File: config.mk
export PLATFORM = sky130hd
export DESIGN_NAME = burst_pulse_seq
export DESIGN_NICKNAME = d
export VERILOG_FILES = /design/src/rtl/burst_pulse_seq.sv
export SDC_FILE = /design/constraint.sdc
export NUM_CORES = 1
export LEC_CHECK = 0
export CAP_MARGIN = 20
export CORE_MARGIN = 2
export CORE_UTILIZATION = 60
export DETAILED_ROUTE_END_ITERATION = 8
export DONT_BUFFER_PORTS = 1
export PLACE_DENSITY = 0.83
export SLEW_MARGIN = 40
export SYNTH_ARGS = -nofsm -noshare
export SYNTH_HDL_FRONTEND = slang
export SYNTH_SLANG_ARGS = --single-unit
File: constraint.sdc
create_clock -name clk -period 2.85 [get_ports clk]
set_clock_uncertainty 0.2 [all_clocks]
set_input_delay 0.285 -clock clk [delete_from_list [all_inputs] [get_ports clk]]
set_output_delay 0.285 -clock clk [all_outputs]
set_load 0.1 [all_outputs]
File: src/rtl/burst_pulse_seq.sv
module burst_pulse_seq #(
  parameter int TRIG_CYCLES = 2500,
  parameter int CW_PERIOD   = 5_000_000,
  parameter int DIV_W       = 8
) (
  input  logic             clk,
  input  logic             rst_n,
  input  logic             run,
  input  logic [2:0]       wave_sel,
  input  logic [DIV_W-1:0] rate_div,
  input  logic [1:0]       repeat_sel,
  output logic             drv_pos,
  output logic             drv_neg,
  output logic             drv_en,
  output logic             clamp_on
);
  localparam int TW    = $clog2(TRIG_CYCLES);
  localparam int EW    = $clog2(CW_PERIOD);
  localparam int CW_ON = CW_PERIOD / 10;
  localparam logic [2:0] M_A = 3'd0, M_B = 3'd1, M_C = 3'd2, M_D = 3'd3, M_E = 3'd4, M_IDLE = 3'd7;

  logic [TW-1:0]    trig_cnt;
  logic [2:0]       mode;
  logic [1:0]       reps;
  logic [DIV_W-1:0] div, div_cnt;
  logic             busy, cw_tgl;
  logic [3:0]       ph, last_ph;
  logic [EW-1:0]    en_cnt;
  logic             trig, take, cw, nrz, rz, inv, tick, first, second;

  assign trig    = run && (trig_cnt == '0);
  assign take    = trig && !busy;
  assign cw      = (mode == M_E);
  assign nrz     = (mode == M_A) || (mode == M_B);
  assign rz      = (mode == M_C) || (mode == M_D);
  assign inv     = (mode == M_B) || (mode == M_D);
  assign tick    = (busy || cw) && (div_cnt >= div);
  assign last_ph = nrz ? {1'b0, reps, 1'b1} : {reps, 2'b11};
  assign first   = nrz ? !ph[0] : (ph[1:0] == 2'd0);
  assign second  = nrz ?  ph[0] : (ph[1:0] == 2'd2);

  always_ff @(posedge clk or negedge rst_n) begin
    if (!rst_n) begin
      trig_cnt <= '0; mode <= M_IDLE; reps <= '0; div <= '0; div_cnt <= '0;
      busy <= 1'b0; ph <= '0; cw_tgl <= 1'b0; en_cnt <= '0;
    end else if (!run) begin
      trig_cnt <= '0; mode <= M_IDLE; reps <= '0; div <= '0; div_cnt <= '0;
      busy <= 1'b0; ph <= '0; cw_tgl <= 1'b0; en_cnt <= '0;
    end else begin
      trig_cnt <= (trig_cnt == TW'(TRIG_CYCLES - 1)) ? '0 : trig_cnt + 1'b1;
      if (tick)              div_cnt <= '0;
      else if (busy || cw)   div_cnt <= div_cnt + 1'b1;
      if (busy && tick) begin
        if (ph == last_ph) busy <= 1'b0;
        else               ph   <= ph + 1'b1;
      end
      if (cw) begin
        en_cnt <= (en_cnt == EW'(CW_PERIOD - 1)) ? '0 : en_cnt + 1'b1;
        if (tick) cw_tgl <= !cw_tgl;
      end
      if (take) begin
        mode <= wave_sel;
        reps <= repeat_sel;
        div  <= rate_div;
        if (wave_sel <= M_D) begin
          busy <= 1'b1; ph <= '0; div_cnt <= '0;
        end
        if (wave_sel == M_E && !cw) begin
          cw_tgl <= 1'b0; en_cnt <= '0; div_cnt <= '0;
        end
      end
    end
  end

  assign drv_pos  = (busy && (inv ? second : first)) || (cw && !cw_tgl);
  assign drv_neg  = (busy && (inv ? first : second)) || (cw &&  cw_tgl);
  assign clamp_on = busy && rz && ph[0];
  assign drv_en   = busy || (cw && (en_cnt < EW'(CW_ON)));
endmodule

==> flow_summary.yaml, run 1 <==
status:
  status: "complete, no violations"
synth:
  postSynth.asyncResetShare: 1.00
  avgSynthCellArea_sq_um: 9.04
  synth_edf_count: 0
  yosysTopAreaCellShare: 0.419
  yosysUniqueCellTypes: 50
  synth_cells: 390
  ys_ff_latch: 62
  syn_nets: 421
  yosysTopAreaCell: "dfrtp_1"
  syn-cell-area_sq_um: 3530
  yosysSeqAreaShare: 0.441
  synth_top_flop_cell: "dfrtp_1"
  synth_area_leaders: "dfrtp_1 42%, nor2_1 5.9%, nand2_1 5.4%, ha_1 5.3%, xor2_1 4.2%"
  yosys_warnings: 0
floorplan:
  io_pins: 20
  die_y_um: 80.7
  die_x_um: 80.7
  core_area_sq_um: 5610
  die_area_sq_um: 6510
  fp-row-count: 27
  floorplan.initialDensity: 0.629
placed_design:
  dp_hpwl_um: 5100
  io_buffers: 0
  pre_cts_slack_ns: 0.269
  gp_congestion: 0.828
  place_inst: 462
sta:
  setup_violations: 0
  hold_violations: 0
  period_minus_slack_ns: 2.69
  rsz0062_at_grt: "no"
  worst_slack_ns: 0.155
  fin_setup_tns_ns: 0
  worstMarginPinSlew_ns: 0.597
  slew_headroom: 0.600
  fin_crit_sh: 0.946
  drv_slew: 0
  timing.fmax_mhz: 371
clocking:
  htree_levels: 3
  clk_pin_slew_ns: 0.09
  cts_tree: "built"
  clock-root-buffer: "clkbuf_8"
  clkSinkCount: 62
  clockBufferDepth: 2
  insertion_delay_ns: 0.35
  cts_buffers: 9
pwr:
  p_clk_frac: 0.390
  swShare: 0.293
  power_frac_seq: 0.475
  power_frac_comb: 0.135
  p_leak_nw: 1.74
  power_switching_mw: 0.585
  power.density_nw_per_um2: 496
  vdd_drop_max_mv: 0.308
  power_mw: 2.00
  p_int_mw: 1.41
drt:
  vias_per_cell: 5.89
  first_pass_iters: 4
  routedWlPerCell_um: 15.4
  vias: 2910
  ant_nets: 0
  wl_um: 7590
  drc: 0
  dr.first_iter.drc_count: 183
final_layout:
  final_nets: 448
  drive_gt1_frac: 0.114
  diodes: 0
  area_growth_pct: 14.1
  fin_cells: 494
  finish.utilization: 0.718
job:
  drv_cap: 0
setup_path:
  crit_chain: "inv_1, ha_1, mux2_2, nor2_1, a31oi_1, o221ai_1, o21ai_2, buf_4"
  crit_slowest_cell: "dfrtp_1"
  required_ns: 2.37
  crit_type: "reg2out"
  cp_slowest_stage_delay_ns: 0.46
  start_kind: "register"
  cp_max_fo: 7
  cp-end-kind: "primary output"
  arrival_ns: 2.21
global_routing:
  grt_pass1_wl_um: 13300
  grt.total_usage: 0.266
  grt_max_degree: 63
  grt_pass1_vias: 2927
  antenna_found_initial: 0
  grt-ovfl-total: 0
min_path:
  hp-class: "in2reg"
[cell families after synthesis]
group           synth area share
simple gates               0.252
compound gates             0.120
flops                      0.441
xor+xnor                  0.0820
buf+inv                   0.0422
fa+ha+maj                 0.0532
mux                      0.00887
[synth_stat cells, drive strengths merged, types with 7 or more instances]
library cell and count:
a21oi 13, a31oi 9, and3 8, clkbuf 7
dfrtp 59, ha 15, inv 21, nand2 51
nand3 22, nor2 55, nor3 13, o21ai 13
o31ai 10, xnor2 16, xor2 17
[area by class of cell]
type,instances,area (sq um)
repair buffers,28,268
fillers,427,1580
clock inverters,6,62.6
well taps,72,90.1
inverters,21,78.8
multi-input cells,295,1840
flip-flops and latches,62,1560
clock buffers,10,128
[state kept, by name, indices dropped and copies added (netlist names)]
name and flops:
busy 1, cw_tgl 1, div 8, div_cnt 8
en_cnt 23, mode 3, ph 4, reps 2
trig_cnt 12
[stage by stage]
| step | hold slack [ns] | cell area (sq um) |
|---|---|---|
| 3_5_place_dp | -0.209 | 3650 |
| 3_3_place_gp | -0.209 | 3650 |
| 4_1_cts | 0.0450 | 4020 |
| 6_report | 0.0497 | 4020 |
| 2_1_floorplan | -0.211 | 3530 |
| 5_1_grt | 0.0457 | 4020 |
[placed cells by master (no fill, tap or decap), types with 2 or more instances in the layout]
master,count
nand2_1,51
xnor2_1,16
nor3b_1,2
nor2_1,54
o31ai_1,10
o221ai_1,2
nand3_2,2
or2_2,2
and3_1,8
clkinv_2,3
mux2i_1,2
a31oi_1,9
a21oi_1,13
dfrtp_1,59
nor3_2,2
o21a_1,2
clkbuf_8,9
nor4_1,5
o211ai_1,6
ha_1,15
nor3_4,2
o21ai_0,11
buf_4,12
xor2_1,17
nor3_1,9
nand4_1,6
nor2b_1,4
nand3_1,20
clkinv_4,2
and2_1,2
nand2b_1,2
dfstp_2,3
dlygate4sd3_1,15
a211oi_1,2
inv_1,21
[power groups by stage]
stage	clock network (mW)	logic, mW	registers, mW
after global routing	0.825	0.295	0.952
after floorplan	0	0.184	0.943
after detailed placement	0	0.223	0.962
final	0.779	0.269	0.947
after CTS	0.781	0.266	0.946
after global placement	0	0.216	0.958
[worst paths after layout]
check / start / endpoint / slack (ns) / depth (start not counted)
worst min-delay path: run / trig_cnt[11]$_DFF_PN0_ / 0.05 / 3
worst max register to register: mode[2]$_DFFE_PN1P_ / en_cnt[4]$_DFF_PN0_ / 0.39 / 6
worst max-delay path: ph[0]$_DFF_PN0_ / drv_pos / 0.16 / 8
min in group asynchronous: rst_n / ph[2]$_DFF_PN0_ / 0.24 / 2
worst min register to register: trig_cnt[0]$_DFF_PN0_ / trig_cnt[0]$_DFF_PN0_ / 0.31 / 1
max in group asynchronous: rst_n / mode[1]$_DFFE_PN1P_ / 1.88 / 2
[per-layer routing]
layer	track usage	part of all wire	up-vias
met5	0	0	-
met4	0.0898	0.016	0
met3	0.0562	0.038	16
met2	0.444	0.49	61
met1	0.343	0.46	1425
li1	-	-	1408
[worst max-delay path, delay by kind of cell, from the launching register on]
kind            cells  cell delay (ns)
mux                 1             0.26
flops               1             0.46
buf+inv             2             0.43
fa+ha+maj           1             0.25
simple gates        1             0.08
compound gates      3             0.37
[what timing repair did]
item / 4_1_cts / 5_1_grt
endpoints found under the setup margin: 0 / 1
resized for setup: 0 / 1
hold buffers: 16 / 0
buffers inserted: 0 / 0
endpoints found under the hold margin: 79 / 0
No activity file was read; power rests on OpenSTA's default activity.
==> run 2: changes to the inputs <==
CAP_MARGIN = unset   (was 20)
==> results of run 2 <==
Same layout as run 1: the final DEF is identical, and so are final timing and power.
